===== config.mk =====
export PLATFORM = sky130hd
export DESIGN_NAME = mpirq_router
export DESIGN_NICKNAME = d
export VERILOG_FILES = /design/src/rtl/irq_rt_pkg.sv /design/src/rtl/irq_master.sv /design/src/rtl/irq_cpu_slice.sv /design/src/rtl/mpirq_router.sv
export SDC_FILE = /design/constraint.sdc
export NUM_CORES = 1
export LEC_CHECK = 0
export CAP_MARGIN = 10
export CORE_MARGIN = 3
export CORE_UTILIZATION = 60
export DETAILED_ROUTE_END_ITERATION = 6
export PLACE_DENSITY = 0.83
export SLEW_MARGIN = 10
export SYNTH_ARGS = -nofsm -noshare
export SYNTH_HDL_FRONTEND = slang
export SYNTH_SLANG_ARGS = --single-unit

===== constraint.sdc =====
create_clock -name clk -period 4.7 [get_ports clk]
set_clock_uncertainty 0.1 [all_clocks]
set_input_delay 0.47 -clock clk [delete_from_list [all_inputs] [get_ports clk]]
set_output_delay 0.47 -clock clk [all_outputs]
set_load 0.03 [all_outputs]

===== src/rtl/irq_rt_pkg.sv =====
package irq_rt_pkg;
  localparam int WORD_W = 32;
  localparam int LVL_N  = 16;
  localparam int LVL_W  = 4;
  localparam int MASK_ALL_BIT = 31;

  // master register offsets (low three address bits)
  localparam logic [2:0] OFS_MPEND = 3'd0;
  localparam logic [2:0] OFS_MASK  = 3'd1;
  localparam logic [2:0] OFS_MSET  = 3'd2;
  localparam logic [2:0] OFS_MCLR  = 3'd3;
  localparam logic [2:0] OFS_TGT   = 3'd4;

  // per-cpu register offsets (low two address bits)
  localparam logic [1:0] CREG_PEND = 2'd0;
  localparam logic [1:0] CREG_CLR  = 2'd1;
  localparam logic [1:0] CREG_SET  = 2'd2;

  // level raised by a master source bit, 0 when the bit is not a source
  function automatic logic [LVL_W-1:0] src_to_level(input int b);
    if (b >= 7 && b <= 13) return LVL_W'(b - 6);
    if (b == 19) return LVL_W'(10);
    if (b >= 28 && b <= 30) return LVL_W'(15);
    return '0;
  endfunction

  function automatic logic [WORD_W-1:0] src_valid_mask();
    logic [WORD_W-1:0] m;
    m = '0;
    for (int b = 0; b < WORD_W; b++) m[b] = (src_to_level(b) != '0);
    return m;
  endfunction

  // highest set level among 1..15
  function automatic logic [LVL_W-1:0] top_level(input logic [LVL_N-1:0] v);
    logic [LVL_W-1:0] r;
    r = '0;
    for (int i = 1; i < LVL_N; i++) if (v[i]) r = LVL_W'(i);
    return r;
  endfunction
endpackage


===== src/rtl/irq_master.sv =====
module irq_master
  import irq_rt_pkg::*;
#(
  parameter int CPU_W = 2
) (
  input  logic              clk,
  input  logic              rst_n,
  input  logic [WORD_W-1:0] dev_irq,
  input  logic              mset_we,
  input  logic              mclr_we,
  input  logic              tgt_we,
  input  logic [WORD_W-1:0] wr_data,
  output logic [WORD_W-1:0] mask_q,
  output logic [WORD_W-1:0] mpend,
  output logic [CPU_W-1:0]  target_q,
  output logic [LVL_N-1:0]  route_lvls,
  output logic              mask_all
);
  localparam logic [WORD_W-1:0] VALID = src_valid_mask();

  always_ff @(posedge clk) begin
    if (!rst_n) begin
      mask_q   <= '1;
      target_q <= '0;
    end else begin
      if (mset_we) mask_q <= mask_q | wr_data;
      else if (mclr_we) mask_q <= mask_q & ~wr_data;
      if (tgt_we) target_q <= wr_data[CPU_W-1:0];
    end
  end

  assign mpend    = dev_irq & VALID;
  assign mask_all = mask_q[MASK_ALL_BIT];

  always_comb begin
    route_lvls = '0;
    for (int b = 0; b < WORD_W; b++)
      if (mpend[b] && !mask_q[b]) route_lvls[src_to_level(b)] = 1'b1;
  end
endmodule


===== src/rtl/irq_cpu_slice.sv =====
module irq_cpu_slice
  import irq_rt_pkg::*;
(
  input  logic              clk,
  input  logic              rst_n,
  input  logic              set_we,
  input  logic              clr_we,
  input  logic [WORD_W-1:0] wr_data,
  input  logic [LVL_N-1:0]  routed,
  input  logic              mask_all,
  output logic [WORD_W-1:0] sw_word,
  output logic [WORD_W-1:0] pend_view,
  output logic [LVL_N-1:0]  eff_lvls,
  output logic [LVL_W-1:0]  level
);
  always_ff @(posedge clk) begin
    if (!rst_n) sw_word <= '0;
    else if (set_we) sw_word <= sw_word | wr_data;
    else if (clr_we) sw_word <= sw_word & ~wr_data;
  end

  assign pend_view = sw_word | {{(WORD_W-LVL_N){1'b0}}, routed};
  assign eff_lvls  = mask_all ? '0
                   : (sw_word[LVL_N-1:0] | sw_word[WORD_W-1:LVL_N] | routed);
  assign level     = top_level(eff_lvls);
endmodule


===== src/rtl/mpirq_router.sv =====
module mpirq_router
  import irq_rt_pkg::*;
#(
  parameter int NCPU   = 4,
  parameter int CPU_W  = (NCPU > 1) ? $clog2(NCPU) : 1,
  parameter int ADDR_W = CPU_W + 3
) (
  input  logic                  clk,
  input  logic                  rst_n,
  input  logic [WORD_W-1:0]     dev_irq,
  input  logic                  wr_en,
  input  logic                  rd_en,
  input  logic [ADDR_W-1:0]     addr,
  input  logic [WORD_W-1:0]     wr_data,
  output logic [WORD_W-1:0]     rd_data,
  output logic [NCPU*LVL_W-1:0] cpu_level
);
  logic              is_cpu;
  logic [CPU_W-1:0]  cpu_sel;
  logic [1:0]        reg_sel;
  logic [2:0]        m_ofs;

  assign is_cpu  = addr[ADDR_W-1];
  assign cpu_sel = addr[ADDR_W-2:2];
  assign reg_sel = addr[1:0];
  assign m_ofs   = addr[2:0];

  logic mset_we, mclr_we, tgt_we;
  assign mset_we = wr_en && !is_cpu && (m_ofs == OFS_MSET);
  assign mclr_we = wr_en && !is_cpu && (m_ofs == OFS_MCLR);
  assign tgt_we  = wr_en && !is_cpu && (m_ofs == OFS_TGT);

  logic [WORD_W-1:0] mask_q, mpend;
  logic [CPU_W-1:0]  target_q;
  logic [LVL_N-1:0]  route_lvls;
  logic              mask_all;

  irq_master #(.CPU_W(CPU_W)) u_master (
    .clk(clk), .rst_n(rst_n), .dev_irq(dev_irq),
    .mset_we(mset_we), .mclr_we(mclr_we), .tgt_we(tgt_we),
    .wr_data(wr_data), .mask_q(mask_q), .mpend(mpend),
    .target_q(target_q), .route_lvls(route_lvls), .mask_all(mask_all)
  );

  logic [WORD_W-1:0]      pend_view [NCPU];
  logic [NCPU*WORD_W-1:0] cpu_sw_flat;
  logic [NCPU*LVL_N-1:0]  cpu_route_flat;

  for (genvar c = 0; c < NCPU; c++) begin : g_cpu
    logic             hit, set_we, clr_we;
    logic [LVL_N-1:0] routed, eff;
    logic [WORD_W-1:0] sw;
    assign hit    = wr_en && is_cpu && (cpu_sel == CPU_W'(c));
    assign set_we = hit && (reg_sel == CREG_SET);
    assign clr_we = hit && (reg_sel == CREG_CLR);
    assign routed = (target_q == CPU_W'(c)) ? route_lvls : '0;

    irq_cpu_slice u_slice (
      .clk(clk), .rst_n(rst_n), .set_we(set_we), .clr_we(clr_we),
      .wr_data(wr_data), .routed(routed), .mask_all(mask_all),
      .sw_word(sw), .pend_view(pend_view[c]), .eff_lvls(eff),
      .level(cpu_level[c*LVL_W +: LVL_W])
    );

    assign cpu_sw_flat[c*WORD_W +: WORD_W]   = sw;
    assign cpu_route_flat[c*LVL_N +: LVL_N]  = routed;
  end

  logic [WORD_W-1:0] rd_mux;
  always_comb begin
    rd_mux = '0;
    if (!is_cpu) begin
      case (m_ofs)
        OFS_MPEND: rd_mux = mpend;
        OFS_MASK:  rd_mux = mask_q;
        OFS_TGT:   rd_mux = {{(WORD_W-CPU_W){1'b0}}, target_q};
        default:   rd_mux = '0;
      endcase
    end else begin
      for (int c = 0; c < NCPU; c++)
        if (cpu_sel == CPU_W'(c) && reg_sel == CREG_PEND) rd_mux = pend_view[c];
    end
  end

  always_ff @(posedge clk) begin
    if (!rst_n) rd_data <= '0;
    else if (rd_en) rd_data <= rd_mux;
    else rd_data <= '0;
  end
endmodule


* After elaboration in Yosys (flattened, before gate mapping)
Index checks and enable logic that the tools add are counted.
Storage, ports and cells: register bits 194, output and inout bits 48, word-level logic and storage cells 289, bits of input ports 73
Operators by class: equality and inequality tests 12, reductions and logical operators 65, mux-type cells 150, bitwise gates (word level) 33, $lt $le $gt $ge 22
Operators with widths (count):
- $mux W32 | 15
- $mux W16 | 19
- $or A16 B16 Y16 | 18
- $mux W4 | 47
- $and A32 B32 Y32 | 5
- $or A32 B32 Y32 | 5
- $or A32 B16 Y32 | 4
- $pmux W32 S3 | 1
- $mux W3 | 20
- $lt A4 B5 Y1 const B | 11
- $demux W1 S4 | 11
- $ge A4 B1 Y1 const B | 11
- $logic_and A1 B1 Y1 | 43
- $not A32 Y32 | 1
- $mux W1 | 27
- $mux W2 | 10
- $logic_not A1 Y1 | 12
- $eq A2 B2 Y1 const B | 5
- $reduce_bool A2 Y1 | 5
- $eq A2 B1 Y1 const B | 3
- $eq A3 B2 Y1 const B | 2
- $logic_not A2 Y1 | 3
- $eq A3 B1 Y1 const B | 1
- $eq A3 B3 Y1 const B | 1
- 2 further kinds | 2

* Longest topological paths before layout
depth after elaboration 48, mapped depth 8, mapped depth without buffers 5

* Cells and area by module
A second synthesis with hierarchy kept.
Second synthesis, totals: cells, all modules 1517, area total of the unflattened synthesis 12406.9 µm²
Modules (own cells, without submodules):
- irq_cpu_slice | sequential area each 640.6 µm², cells each 229, instances 4, area each 1813.0 µm²
- mpirq_router | sequential area each 640.6 µm², cells each 436, instances 1, area each 3568.4 µm²
- irq_master | sequential area each 680.7 µm², cells each 165, instances 1, area each 1586.5 µm²

* Least setup slack after synthesis
OpenSTA, ideal clock, no wires.
kind input to output, start input port dev_irq[10], end output port cpu_level[4], path buffers 1, cell stages on the path 6, required time 4130 ps, data arrival time 2034 ps, slack 2096 ps, path through nor2b_1 -> clkbuf_1 -> a211o_1 -> a21oi_1 -> o21ai_1 -> a221oi_1
On the way: cells in the longest elaborated chain, start to end 34
Ends and longest elaborated chain:
- from (decl) | RTL line mpirq_router.sv:10 | input logic [WORD_W-1:0] dev_irq,
- $logic_and A1 B1 Y1 * | RTL line irq_master.sv:38 | if (mpend[b] && !mask_q[b]) route_lvls[src_to_level(b)] = 1'b1;
- $mux W16 * | RTL line irq_master.sv:38
- $or A16 B16 Y16 (no source line)
- $mux W16 * | RTL line irq_master.sv:38
- $or A16 B16 Y16 (no source line)
- $mux W16 * | RTL line irq_master.sv:38
- $or A16 B16 Y16 (no source line)
- $mux W16 * | RTL line irq_master.sv:38
- [... 8 more ...]
- $mux W16 * | RTL line mpirq_router.sv:56 | assign routed = (target_q == CPU_W'(c)) ? route_lvls : '0;
- $or A16 B16 Y16 * | RTL line irq_cpu_slice.sv:24 | : (sw_word[LVL_N-1:0] | sw_word[WORD_W-1:LVL_N] | routed);
- $mux W16 * | RTL line irq_cpu_slice.sv:23 | assign eff_lvls = mask_all ? '0
- $mux W1 | RTL line irq_rt_pkg.sv:38 | for (int i = 1; i < LVL_N; i++) if (v[i]) r = LVL_W'(i);
- $mux W2 (2 in series) | RTL line irq_rt_pkg.sv:38
- $mux W3 (4 in series) | RTL line irq_rt_pkg.sv:38
- $mux W4 (7 in series) | RTL line irq_rt_pkg.sv:38
- $mux W4 * | RTL line irq_rt_pkg.sv:38
- to (decl) | RTL line mpirq_router.sv:16 | output logic [NCPU*LVL_W-1:0] cpu_level
Every way passes the cells marked *; elsewhere a longest branch is shown, timed or not.

* Worst setup path after layout
start register u_master.target_q[1], end output port cpu_level[8]
On the way: cells in the longest elaborated chain, start to end 19
Ends and longest elaborated chain:
- from (decl) | RTL line irq_master.sv:15 | output logic [CPU_W-1:0] target_q,
- from (signal assigned) | RTL line irq_master.sv:28 | if (tgt_we) target_q <= wr_data[CPU_W-1:0];
- $eq A2 B2 Y1 * | RTL line mpirq_router.sv:56
- $mux W16 * | RTL line mpirq_router.sv:56
- $or A16 B16 Y16 * | RTL line irq_cpu_slice.sv:24
- $mux W16 * | RTL line irq_cpu_slice.sv:23
- $mux W1 | RTL line irq_rt_pkg.sv:38
- $mux W2 (2 in series) | RTL line irq_rt_pkg.sv:38
- $mux W3 (4 in series) | RTL line irq_rt_pkg.sv:38
- $mux W4 (7 in series) | RTL line irq_rt_pkg.sv:38
- $mux W4 * | RTL line irq_rt_pkg.sv:38
Marked as above.

==> reports/qor.yml <==
endpoint_kind: "output port"
cts_max_path_buffers: 2
ios: 121
clkLatencyLatePin_ns: 0.44
cts_buffers: 17
antenna_found_initial: 0
p_leak_nw: 4.33
hold_ws_ns: 0.356
min_path_type: "flop to flop"
drt_iter0_markers: 1549
synth-seq-area-share: 0.382
place_hpwl_um: 24400
mostFrequentLayoutCell: "nand2_1"
cts_setup_buffers: 0
h-tree-depth: 4
core_mm2: 0.0162
rsz0062_at_grt: "no"
max_slew_margin: 0.266
port_buffers: 99
grt_max_degree: 95
final_cell_area_mm2: 0.0117
die_h_um: 136
tightest_slew_ns: 1.10
synth_cell_types: 68
ant_nets: 0
hold_violations: 0
holdBufCountCts: 0
max_cap_violations: 0
setup_slack_ns: 0.628
synth_top_family_by_area: "simple AND/OR/NAND/NOR gates"
status: "finished with violations"
syn_area_mm2: 0.0102
max_freq_mhz: 246
final_net_count: 1369
synthAdderAreaFrac: 0
die_w_um: 136
yosysWarnings: 0
synth_edf_count: 0
wl_um: 36600
detail_route.wl_per_cell_um: 24.0
crit_required_ns: 4.13
syn_to_final_growth_pct: 15.2
clock-sinks: 194
drc: 1
peakVddDrop_mv: 0.281
crit_slowest_cell: "clkdlybuf4s50_1"
cp_max_fo: 15
synthCells: 1266
critPathBufInv: 2
synth_ff_type: "dfxtp_1"
routabilityCongestion: 1.01
die-area_mm2: 0.0185
vias_per_cell: 6.76
crit_chain: "buf_4, nor4bb_1, o311ai_0, a21oi_1, o21bai_1, a221oi_1, clkdlybuf4s50_1"
antenna_cells: 0
cts_resized: 0
period_share: 0.866
cp.arrival_ns: 3.50
vias: 10300
power_density_mw_per_mm2: 305
ys_ff_latch: 194
cp_slowest_stage_delay_ns: 0.76
cts-root-buf: "clkbuf_16"
mostFrequentLayoutCells: "256 x nand2_1, 194 x dfxtp_1, 142 x nor2b_1, 98 x a22oi_1, 97 x clkdlybuf4s50_1"
start_util: 0.626
violations: "DRC"
grt_pass1_wl_um: 55300
synth-compound-area-share: 0.224
synth-xor-area-share: 0.00246
first_pass_iters: 7
total_power_w: 0.00357
cts_tree: "yes"
grt_pass1_vias: 9612
start_kind: "flop"
gr-total-overflow: 0
critPathTopFamily: "buffers and inverters"
fin_setup_tns_ns: 0
finalMaxSlewViolations: 0
syn-num-nets: 1339
gr-usage-all-layers: 0.393
crit_type: "flop to output port"
async_flop_share: 0
drive_gt1_frac: 0.0695
fin_crit_ns: 4.07
post_dp_cell_area_mm2: 0.0111
postSynthAreaPerCell_um2: 8.03
post-place-ws_ns: 1.02
clk_pin_slew_worst_paths_ns: 0.07
finalSetupViolCount: 0
synth_mux_area_frac: 0.0512
synth_simple_gate_area_frac: 0.278
rows: 46
==> worst min-delay path: cells and delay by family, from the launching register on <==
family / cells / cell delay, ns
DFF: 1 / 0.31
and+or+nand+nor: 1 / 0.05
AOI/OAI and AO/OA: 1 / 0.05
==> path summary, 6_finish.rpt <==
check                           slack, ns  cells past startpoint                               from                      to
worst max-delay path                 0.63                      7  u_master.target_q[1]$_SDFFE_PN0P_            cpu_level[8]
worst min-delay path                 0.36                      2                               flop  rd_data[26]$_SDFF_PN0_
worst max register to register       2.24                      5  u_master.target_q[0]$_SDFFE_PN0P_   rd_data[5]$_SDFF_PN0_
worst min register to register       0.36                      2                               flop  rd_data[26]$_SDFF_PN0_
==> synthesized netlist by cell type (3+ instances only) <==
cell | n | area share
buf_2 | 47 | 0.023
o41ai_1 | 5 | 0.0043
o22ai_1 | 5 | 0.0031
a22oi_1 | 98 | 0.072
and4b_1 | 6 | 0.0059
nor4bb_1 | 3 | 0.0030
a311oi_1 | 3 | 0.0026
a21oi_1 | 56 | 0.028
nor2_1 | 71 | 0.026
o211ai_1 | 33 | 0.024
a31oi_1 | 8 | 0.0049
nand2_1 | 256 | 0.095
nor4_1 | 10 | 0.0062
a211o_1 | 10 | 0.0086
a211oi_1 | 23 | 0.017
nand3_1 | 9 | 0.0044
o21ai_2 | 5 | 0.0043
o21ai_1 | 16 | 0.0079
a41oi_1 | 3 | 0.0026
inv_1 | 4 | 0.0015
nor3_2 | 6 | 0.0059
buf_4 | 26 | 0.019
clkbuf_1 | 41 | 0.015
nand2b_1 | 6 | 0.0037
o21ai_0 | 30 | 0.015
nor3_1 | 28 | 0.014
a311o_1 | 6 | 0.0059
a21o_1 | 3 | 0.0022
nor2b_1 | 143 | 0.088
dfxtp_1 | 194 | 0.38
or3_1 | 7 | 0.0043
mux2i_1 | 52 | 0.051
or4_1 | 3 | 0.0022
==> cells by family after synthesis <==
group / Yosys count
AND/OR/NAND/NOR: 568
AO/OA/AOI/OAI: 328
flip-flops: 194
buffers and inverters: 122
multiplexers: 52
XOR/XNOR: 2
==> power by group <==
group	internal (W)	switching [W]	total (W)
Clock	0.000849	0.000679	0.00153
Combinational	0.000134	0.000228	0.000362
Sequential	0.00166	0.0000166	0.00168
==> layer usage <==
metal	vias up	global-route usage	wire length, um
met5	-	0	0
met4	0	0.166	1440
met3	130	0.110	5250
met2	792	0.590	15700
met1	4854	0.533	14200
li1	4536	-	-
==> per-stage QoR <==
stage,util,cells
2_1_floorplan,-,1266
3_3_place_gp,0.683,1493
3_5_place_dp,0.683,1493
4_1_cts,0.721,1525
5_1_grt,0.721,1525
6_report,0.721,1525
==> final cells by class <==
type | instances | area (um2)
fillers | 1294 | 4530
flip-flops and latches | 194 | 3880
repair buffers | 127 | 1210
inverters | 6 | 22.5
clock inverters | 14 | 179
well taps | 216 | 270
clock buffers | 18 | 429
multi-input cells | 950 | 5710
(Power assumes the default switching activity.)
